<file path="src/rtl/pdt_pkg.sv">
package pdt_pkg;
  localparam int unsigned DEF_CNT_W    = 16;
  localparam int unsigned DEF_TICK_DIV = 2500;

  typedef enum logic [1:0] {
    PH_OFF  = 2'd0,
    PH_RISE = 2'd1,
    PH_FALL = 2'd2,
    PH_ON   = 2'd3
  } run_phase_e;
endpackage

</file>
<file path="src/rtl/pdt_phase.sv">
module pdt_phase
  import pdt_pkg::*;
(
  input  logic       clk,
  input  logic       rst_n,
  input  logic       run_en,
  output run_phase_e phase
);
  logic run_q;

  always_ff @(posedge clk or negedge rst_n) begin
    if (!rst_n) run_q <= 1'b0;
    else        run_q <= run_en;
  end

  always_comb begin
    unique case ({run_q, run_en})
      2'b01:   phase = PH_RISE;
      2'b10:   phase = PH_FALL;
      2'b11:   phase = PH_ON;
      default: phase = PH_OFF;
    endcase
  end
endmodule

</file>
<file path="src/rtl/pdt_prescale.sv">
module pdt_prescale #(
  parameter int unsigned DIV = 2500
) (
  input  logic clk,
  input  logic rst_n,
  input  logic run,
  output logic tick
);
  generate
    if (DIV <= 1) begin : g_pass
      assign tick = run;
    end else begin : g_div
      localparam int unsigned DW = $clog2(DIV);
      localparam logic [DW-1:0] LAST = DW'(DIV - 1);
      logic [DW-1:0] div_q;

      always_ff @(posedge clk or negedge rst_n) begin
        if (!rst_n)            div_q <= '0;
        else if (!run)         div_q <= '0;
        else if (div_q == LAST) div_q <= '0;
        else                   div_q <= div_q + 1'b1;
      end

      assign tick = run && (div_q == LAST);

      p_tick_single_r3: assert property (@(posedge clk) disable iff (!rst_n)
        tick |=> !tick);
      p_no_tick_on_start_r3: assert property (@(posedge clk) disable iff (!rst_n)
        $rose(run) |-> !tick);
    end
  endgenerate
endmodule

</file>
<file path="src/rtl/pdt_counter.sv">
module pdt_counter
  import pdt_pkg::*;
#(
  parameter int unsigned W = 16
) (
  input  logic         clk,
  input  logic         rst_n,
  input  run_phase_e   phase,
  input  logic         run,
  input  logic         tick,
  input  logic         rld_wr,
  input  logic [W-1:0] rld_wdata,
  output logic [W-1:0] count,
  output logic [W-1:0] reload,
  output logic         wrap
);
  localparam logic [W-1:0] ONES = '1;

  logic wr_live;
  assign wr_live = run && rld_wr;
  assign wrap    = tick && !wr_live && (count == '0);

  always_ff @(posedge clk or negedge rst_n) begin
    if (!rst_n)               reload <= ONES;
    else if (phase == PH_FALL) reload <= ONES;
    else if (rld_wr)          reload <= rld_wdata;
  end

  always_ff @(posedge clk or negedge rst_n) begin
    if (!rst_n)                count <= ONES;
    else if (wr_live)          count <= rld_wdata;
    else if (phase == PH_RISE) count <= reload;
    else if (tick)             count <= count - 1'b1;
  end

  p_wrap_ones_r4: assert property (@(posedge clk) disable iff (!rst_n)
    wrap |=> count == ONES);
  p_live_load_r5: assert property (@(posedge clk) disable iff (!rst_n)
    wr_live |=> count == $past(rld_wdata));
  p_fall_force_r6: assert property (@(posedge clk) disable iff (!rst_n)
    (phase == PH_FALL) |=> reload == ONES);
  p_hold_off_r6: assert property (@(posedge clk) disable iff (!rst_n)
    $past(!run) |-> $stable(count));
endmodule

</file>
<file path="src/rtl/pdt_status.sv">
module pdt_status (
  input  logic clk,
  input  logic rst_n,
  input  logic wrap,
  input  logic sts_wr,
  input  logic sts_wdata,
  input  logic irq_en,
  output logic sts,
  output logic irq
);
  logic clr;
  assign clr = sts_wr && sts_wdata;

  always_ff @(posedge clk or negedge rst_n) begin
    if (!rst_n)    sts <= 1'b0;
    else if (wrap) sts <= 1'b1;
    else if (clr)  sts <= 1'b0;
  end

  assign irq = sts && irq_en;

  p_set_wins_r7: assert property (@(posedge clk) disable iff (!rst_n)
    wrap |=> sts);
  p_sticky_r7: assert property (@(posedge clk) disable iff (!rst_n)
    (sts && !clr) |=> sts);
  p_zero_write_r9: assert property (@(posedge clk) disable iff (!rst_n)
    (sts_wr && !sts_wdata && !wrap) |=> $stable(sts));
endmodule

</file>
<file path="src/rtl/periodic_dn_timer.sv">
module periodic_dn_timer
  import pdt_pkg::*;
#(
  parameter int unsigned CNT_W    = DEF_CNT_W,
  parameter int unsigned TICK_DIV = DEF_TICK_DIV
) (
  input  logic             clk,
  input  logic             rst_n,
  input  logic             run_en,
  input  logic             irq_en,
  input  logic             rld_wr,
  input  logic [CNT_W-1:0] rld_wdata,
  input  logic             sts_wr,
  input  logic             sts_wdata,
  output logic [CNT_W-1:0] count,
  output logic [CNT_W-1:0] reload,
  output logic             sts,
  output logic             irq
);
  run_phase_e phase;
  logic       tick;
  logic       wrap;

  pdt_phase u_phase (
    .clk    (clk),
    .rst_n  (rst_n),
    .run_en (run_en),
    .phase  (phase)
  );

  pdt_prescale #(.DIV(TICK_DIV)) u_pre (
    .clk   (clk),
    .rst_n (rst_n),
    .run   (run_en),
    .tick  (tick)
  );

  pdt_counter #(.W(CNT_W)) u_cnt (
    .clk       (clk),
    .rst_n     (rst_n),
    .phase     (phase),
    .run       (run_en),
    .tick      (tick),
    .rld_wr    (rld_wr),
    .rld_wdata (rld_wdata),
    .count     (count),
    .reload    (reload),
    .wrap      (wrap)
  );

  pdt_status u_sts (
    .clk       (clk),
    .rst_n     (rst_n),
    .wrap      (wrap),
    .sts_wr    (sts_wr),
    .sts_wdata (sts_wdata),
    .irq_en    (irq_en),
    .sts       (sts),
    .irq       (irq)
  );

  p_irq_gate_r8: assert property (@(posedge clk) disable iff (!rst_n)
    !irq_en |-> !irq);
endmodule

</file>
<file path="config.mk">
export PLATFORM = sky130hd
export DESIGN_NAME = periodic_dn_timer
export DESIGN_NICKNAME = d
export VERILOG_FILES = /design/src/rtl/pdt_pkg.sv /design/src/rtl/pdt_phase.sv /design/src/rtl/pdt_prescale.sv /design/src/rtl/pdt_counter.sv /design/src/rtl/pdt_status.sv /design/src/rtl/periodic_dn_timer.sv
export SDC_FILE = /design/constraint.sdc
export NUM_CORES = 1
export LEC_CHECK = 0
export BUFFER_PORTS_ARGS = -buffer_cell sky130_fd_sc_hd__buf_2
export CAP_MARGIN = 5
export CORE_MARGIN = 1
export CORE_UTILIZATION = 54
export DETAILED_ROUTE_END_ITERATION = 10
export PLACE_DENSITY = 0.79
export SLEW_MARGIN = 0
export SYNTH_ARGS = -nofsm -noshare
export SYNTH_HDL_FRONTEND = slang
export SYNTH_SLANG_ARGS = --single-unit
</file>
<file path="constraint.sdc">
create_clock -name clk -period 2.7 [get_ports clk]
set_input_delay 0.405 -clock clk [delete_from_list [all_inputs] [get_ports clk]]
set_output_delay 0.405 -clock clk [all_outputs]
set_load 0.01 [all_outputs]
</file>
* Word-level counts from Yosys, hierarchy flattened *
Index checks and enable logic that the tools add are counted.

word-level totals
  input bits = 23
  logic and storage cells = 34
  bits in registers = 46
  output and inout port bits = 34

operators by class
  reductions and logical operators = 11
  multiplexer cells = 10
  add/subtract/negate cells = 2
  equality and inequality tests = 6

operators with widths
  cell                   count
  $mux 16                5
  $mux 12                2
  $logic_not 16->1       1
  $sub 16x1->16 const B  1
  $add 12x1->12 const B  1
  $eq 12x12->1 const B   1
  $eq 2x2->1 const B     3
  $logic_and 1x1->1      6
  $pmux 2 s3             1
  $eq 2x1->1 const B     2
  $reduce_bool 2->1      2
  $reduce_bool 3->1      1
  $mux 1                 2
  $logic_not 1->1        1

* Depth between registers and ports, before layout *
Gate-level depths: netlist (run 1).

  word-level depth = 5
  depth in mapped cells = 8
  mapped depth without buffers = 7

* Cells and area by module *
A second synthesis (run 1) with hierarchy kept.

second synthesis, totals
  cells, all modules = 253
  area, all modules = 2508.7 µm²

modules (own cells, without submodules)
  module        cells an instance  seq. area each (µm²)  area each (µm²)  instances
  pdt_counter   185                840.8                 1813.0           1
  pdt_prescale  61                 300.3                 620.6            1
  pdt_status    4                  25.0                  42.5             1
  pdt_phase     3                  25.0                  32.5             1

* Least setup slack after synthesis (run 1) *
Ideal clock, no wire load.

  path type = register to register
  from = reg u_cnt.count[0]
  to = reg u_cnt.count[12]
  setup time = 0.083 ns
  stages on the path, launching flop included = 9
  setup slack = 0.780 ns
  buffers on the path = 1
  clock period less this slack = 1.920 ns
  data arrival time = 1.836 ns
  cells stage by stage = dfstp_2 > inv_1 > ha_1 > or3b_1 > buf_6 > nor4_4 > xnor2_1 > a221oi_2 > a221o_1

on the way
  word-level cells in the longest chain between the ends = 4

RTL lines
  what                    line               RTL
  start, declared         pdt_counter.sv:13  output logic [W-1:0] count,
  start signal, assigned  pdt_counter.sv:31  else if (wr_live) count <= rld_wdata;
  start signal, assigned  pdt_counter.sv:32  else if (phase == PH_RISE) count <= reload;
  start signal, assigned  pdt_counter.sv:33  else if (tick) count <= count - 1'b1;
  $sub 16x1->16           pdt_counter.sv:33
  $mux 16                 pdt_counter.sv:33
  $mux 16                 pdt_counter.sv:32
  $mux 16                 pdt_counter.sv:31

No other way between the ends. The select of a mux whose other input is x is not followed.
A chain may end at the register's enable or synchronous reset.

* Final worst setup path (run 1) *
  from = reg u_cnt.count[0]
  to = reg u_cnt.count[14]

The elaborated chain is that of the path after synthesis.

==> results of run 1 <==
## path summary, 6_finish.rpt
check                                     start              endpoint  cells past startpoint
min in group clk                   rld_wdata[3]       u_cnt.reload[3]                      3
hold / removal                            rst_n             u_sts.sts                      1
max in group asynchronous                 rst_n        u_cnt.count[4]                      2
setup reg to reg                 u_cnt.count[0]       u_cnt.count[14]                      7
setup / recovery                 u_cnt.count[0]       u_cnt.count[14]                      7
hold reg to reg            u_pre.g_div.div_q[0]  u_pre.g_div.div_q[0]                      1
## layout make-up
type | instances | area [µm²]
Clock buffer | 8 | 80.1
Fill cell | 378 | 1580
Inverter | 4 | 15.0
Multi-Input combinational cell | 187 | 1280
Sequential cell | 46 | 1190
Tap cell | 52 | 65.1
Timing Repair Buffer | 58 | 295
## flip-flops by register name, indices dropped and copies added, names as in the netlist
| signal | cells |
|---|---|
| u_phase.run_q | 1 |
| u_cnt.reload | 16 |
| u_pre.g_div.div_q | 12 |
| u_sts.sts | 1 |
| u_cnt.count | 16 |
## logic make-up (layout without fill, tap and decap cells)
family	Yosys count	after routing	share of synthesized area
AOI/OAI and AO/OA	52	52	0.157
muxes	15	15	0.0574
and+or+nand+nor	101	101	0.209
adders and majority gates	2	2	0.00956
xor gates and xnor gates	17	17	0.0569
DFF	46	46	0.455
buffers and inverters	20	70	0.0550
## power breakdown
part | leakage, µW | switching [µW] | internal [µW]
Sequential | 0.000527 | 81.4 | 799
Combinational | 0.000697 | 197 | 158
Clock | 0.0000395 | 221 | 184
Total | 0.00126 | 499 | 1140
## per-stage QoR
stage | power (µW) | instances | utilization
after floorplan | 1120 | 253 | -
after global placement | 1240 | 347 | 0.633
after detailed placement | 1240 | 347 | 0.633
after CTS | 1650 | 355 | 0.650
after global routing | 1720 | 355 | 0.650
final | 1640 | 355 | 0.650
## Yosys cell counts, types with 2 or more instances
master    instances
or3_1             2
nand2_1          35
nor4_2            2
nand2b_1          5
o21ai_0           9
mux2i_1          15
nor2_1           23
o21ai_1           2
and3_1            2
ha_1              2
clkbuf_8          4
and2_1            3
buf_2             2
a22oi_1           2
clkbuf_4          3
xor2_1            5
nor3_1            2
buf_1             2
nand3_1           7
a211oi_1          7
inv_1             3
clkbuf_1          3
dfrtp_1          14
xnor2_1          12
a221o_1           9
or2b_2            2
nor3_2            2
dfstp_2          32
a21oi_1           6
buf_6             2
## layer usage
layer,track usage,part of all wire,up-vias
li1,-,-,1007
met1,0.306,0.45,1001
met2,0.396,0.50,62
met3,0.0323,0.038,9
met4,0.100,0.014,0
met5,0,0,-
## critical path, stage by stage (launching register included)
cell,delay (ps)
dfstp_2,390
inv_1,80
ha_1,190
or3b_1,500
nor2_1,250
and3_1,190
o21ai_1,50
a221o_1,330
==> flow_summary_export.csv, run 1 <==
group,metric,value,unit
run_status,outcome,"finished clean",
critical_path,required,2930,ps
logic_synthesis,synth-seq-area-share,0.455,
power,ir_drop,0.000228,V
route,drt_wl_total,5680,µm
floorplanning,num_rows,24,
logic_synthesis,synth_nets,278,
global_routing,overflow,0,
route,drtIter0Drc,152,
global_routing,grt_pass1_vias,2034,
clocking,postCtsSetupBuffers,0,
global_routing,globalRouteTotalUtil,0.235,
logic_synthesis,ys_async_sr_fraction,1.00,
clocking,clk_pin_slew_worst_paths,80,ps
route,ant_nets,0,
critical_path,end_kind,"register",
logic_synthesis,synth_top_cell_area_share,0.321,
clocking,cts-resized-gates,0,
sta,finalSetupViolCount,0,
cells_and_area,antennaDiodeCount,0,
critical_path,path_max_fanout,6,
sta,fmax,487,MHz
cells_and_area,layout-drive-gt1-share,0.376,
critical_path,cp-start-kind,"register",
global_routing,grt_first_pass_wirelength,9410,µm
clocking,cts_tree,"built",
clocking,cts-root-buf,"clkbuf_8",
route,drc,0,
critical_path,arrival,2280,ps
cells_and_area,final_common_cell,"buf_2",
place,dp_slack,671,ps
cells_and_area,finish.instance_area,2930,µm²
place,placed_cell_area,2850,µm²
clocking,cts-htree-levels,2,
floorplanning,initial_core_util,0.581,
logic_synthesis,ys_types,64,
logic_synthesis,avgSynthCellArea,10.3,µm²
floorplanning,die_area,5130,µm²
sta,whs,212,ps
sta,tightest_slew,836,ps
sta,rsz0062_at_grt,"false",
sta,fin_crit_sh,0.760,
route,num_vias,2079,
route,vias_per_cell,5.86,
floorplanning,io_pins,57,
cells_and_area,layout_common_cells,"buf_2, nand2_1, dfstp_2, nor2_1, mux2i_1",
sta,tns,0,ps
clocking,cts_buffer_depth,2,
floorplanning,die_x,71.6,µm
logic_synthesis,yosysTopAreaCell,"dfstp_2",
cells_and_area,syn_to_final_growth,11.9,%
clocking,clock-sinks,46,
critical_path,crit_type,"reg2reg",
sta,drv_slew,0,
clocking,clock_latency,290,ps
worst_hold_path,hp-class,"in2async",
logic_synthesis,syn_area,2620,µm²
sta,finalWorstSetupSlack,648,ps
power,power.leakage,0.00126,µW
route,drt-wirelength-per-cell,16.0,µm
global_routing,grt_max_degree,39,
place,gp_congestion,0.783,
logic_synthesis,ys_ff_latch,46,
logic_synthesis,synth.area.top_cells,"dfstp_2, dfrtp_1, mux2i_1",
cells_and_area,nets,327,
run,cap_violations,0,
floorplanning,core-area,4500,µm²
power,power_density,560,nW/µm²
place,dp_hpwl,3890,µm
global_routing,antenna_found_initial,0,
sta,skew,6.99,ps
place,port_buffers,56,
logic_synthesis,synth_ff_type,"dfstp_2",
route,first_pass_iters,4,
sta,slew_headroom,0.443,
sta,hold_viol,0,
logic_synthesis,synthCells,253,
critical_path,r2r_slack,650,ps
clocking,cts_hold_buf,0,
floorplanning,die_h,71.6,µm
clocking,cts-buffers-inserted,5,
logic_synthesis,synth-edff-count,0,
sta,finalCriticalPeriod,2050,ps
logic_synthesis,synth.yosys.warnings,0,
No activity file was read; power rests on OpenSTA's default activity.
==> run 2: changes to the inputs <==
Settings changed: ABC_AREA set to 1, CORE_UTILIZATION 54 to 55, PLACE_DENSITY 0.79 to 0.8.
Clock period 2.7 ns to 2.1 ns, I/O delays scaled along.
==> run 2 against run 1 <==
Clock skew is 2.8 ps higher. Sequential power is 30% higher. Cell count rose by 41%. Critical endpoint is now u_sts.sts. Largest power group unchanged.
==> flow_summary_export.csv, run 2 <==
group,metric,value,unit
logic_synthesis,synth_top_cell_area_share,0.300,
sta,rsz0062_at_grt,"false",
logic_synthesis,synth-edff-count,0,
route,vias_per_cell,5.21,
critical_path,cp-start-kind,"register",
logic_synthesis,ys_ff_latch,46,
cells_and_area,syn_to_final_growth,15.3,%
power,ir_drop,0.000353,V
logic_synthesis,synth-seq-area-share,0.425,
logic_synthesis,syn_area,2810,µm²
critical_path,slowest_stage,"dfstp_2",
power,power.leakage,0.00164,µW
global_routing,globalRouteTotalUtil,0.271,
logic_synthesis,synth_nets,402,
logic_synthesis,netlist_top_cells_count,"nand2_1, inv_1, nor2_1",
critical_path,cp_cell_sequence,"inv_1 -> ha_1 -> nand3_1 -> nor2_2 -> nand2_1 -> nor3_1 -> nand2_1 -> nand2_1",
route,drt-wirelength-per-cell,13.0,µm
floorplanning,io_pins,57,
critical_path,cp-startpoint,"u_cnt.count[0]",
critical_path,worst_path_most_repeated_cell,"nand2_1",
cells_and_area,fillers,430,
place,port_buffers,56,
power,p_total,2290,µW
sta,finalCriticalPeriod,1670,ps
critical_path,max_stage_delay,390,ps
cells_and_area,layout_common_cells,"nand2_1, inv_1, buf_2, nor2_1, nand3_1",
cells_and_area,final_common_cell,"nand2_1",
floorplanning,die_area,5390,µm²
route,first_pass_iters,5,
logic_synthesis,synthCells,377,
cells_and_area,layout-drive-gt1-share,0.292,
logic_synthesis,synth_ff_type,"dfstp_2",
clocking,cts-buffers-inserted,5,
logic_synthesis,yosysTopAreaCell,"dfstp_2",
place,placed_cell_area,3140,µm²
global_routing,grt_first_pass_wirelength,11000,µm
run,cap_violations,0,
clocking,cts_tree,"built",
floorplanning,die_h,73.4,µm
cells_and_area,largestRegisters,"u_cnt.count x16, u_cnt.reload x16, u_pre.g_div.div_q x12",
worst_hold_path,hp-class,"in2reg",
sta,slew_headroom,0.639,
critical_path,arrival,1910,ps
global_routing,overflow,0,
clocking,clock-sinks,46,
clocking,cts-resized-gates,0,
logic_synthesis,ys_types,38,
clocking,postCtsSetupBuffers,0,
floorplanning,die_x,73.4,µm
worst_hold_path,min_from,"run_en",
sta,tns,0,ps
floorplanning,core-area,4820,µm²
clocking,cts-root-buf,"clkbuf_8",
sta,skew,9.76,ps
clocking,clock_latency,300,ps
route,drc,0,
route,drt_wl_total,6510,µm
critical_path,required,2350,ps
route,drtIter0Drc,162,
route,num_vias,2617,
sta,whs,228,ps
logic_synthesis,ys_async_sr_fraction,1.00,
floorplanning,initial_core_util,0.582,
logic_synthesis,synth.yosys.warnings,0,
cells_and_area,nets,459,
logic_synthesis,yosysMostFrequentCell,"nand2_1",
critical_path,end_kind,"register",
clocking,cts_hold_buf,1,
global_routing,grt_max_degree,47,
cells_and_area,finish.instance_area,3230,µm²
place,gp_congestion,0.935,
clocking,clk_pin_slew_worst_paths,90,ps
sta,hold_viol,0,
global_routing,antenna_found_initial,0,
clocking,cts-htree-levels,2,
global_routing,grt_pass1_vias,2433,
floorplanning,num_rows,25,
logic_synthesis,avgSynthCellArea,7.44,µm²
route,ant_nets,0,
run_status,outcome,"finished clean",
clocking,cts_buffer_depth,2,
sta,drv_slew,0,
critical_path,regToRegStartpoint,"u_cnt.count[0]",
sta,fin_crit_sh,0.794,
sta,tightest_slew,540,ps
place,dp_hpwl,4860,µm
critical_path,path_max_fanout,7,
power,power_density,709,nW/µm²
logic_synthesis,synth.area.top_cells,"dfstp_2, dfrtp_1, nand2_1",
cells_and_area,antennaDiodeCount,0,
critical_path,crit_type,"reg2reg",
sta,finalSetupViolCount,0,
sta,fmax,600,MHz
run 2: critical path, delay by kind of cell (launching register included):
kind,cells,cell delay (ps)
flops,1,390
buf+inv,1,150
fa+ha+maj,1,220
simple gates,6,850
run 2: final cells by class:
type	instances	area, µm²	area share
Inverter	67	254	0.0785
Sequential cell	46	1190	0.368
Timing Repair Buffer	62	340	0.105
Multi-Input combinational cell	252	1280	0.397
Tap cell	67	83.8	0.0259
Clock buffer	8	80.1	0.0248
run 2: worst paths after layout:
path	to	slack [ps]	depth (start not counted)
worst min-delay path	u_phase.run_q	230	1
min in group asynchronous	u_pre.g_div.div_q[7]	510	3
max in group asynchronous	u_cnt.reload[15]	1300	3
worst max register to register	u_sts.sts	430	8
worst max-delay path	u_sts.sts	430	8
worst min register to register	u_pre.g_div.div_q[0]	450	1
run 2: kinds of logic after synthesis:
kind of cell,count (synthesis),synth area share
flops,46,0.425
fa+ha+maj,2,0.00892
compound gates,68,0.151
xor+xnor,6,0.0187
simple gates,176,0.279
buf+inv,79,0.117
run 2: where the power goes:
part | switching (µW) | internal (µW)
clock | 286 | 237
sequential | 95.0 | 1050
combinational | 391 | 239
total | 771 | 1520
run 2: stage by stage:
step           setup WS (ps)  utilization  instances
3_5_place_dp             439        0.653        493
6_report                 433        0.671        502
4_1_cts                  429        0.671        502
3_3_place_gp             447        0.653        493
5_1_grt                  308        0.671        502
2_1_floorplan            604            -        377
run 2: layer usage:
layer | vias to the layer above | routed length [µm] | global-route usage
li1 | 1300 | - | -
met1 | 1223 | 2890 | 0.358
met2 | 82 | 3210 | 0.452
met3 | 12 | 313 | 0.0480
met4 | 0 | 104 | 0.0919
met5 | - | 0 | 0
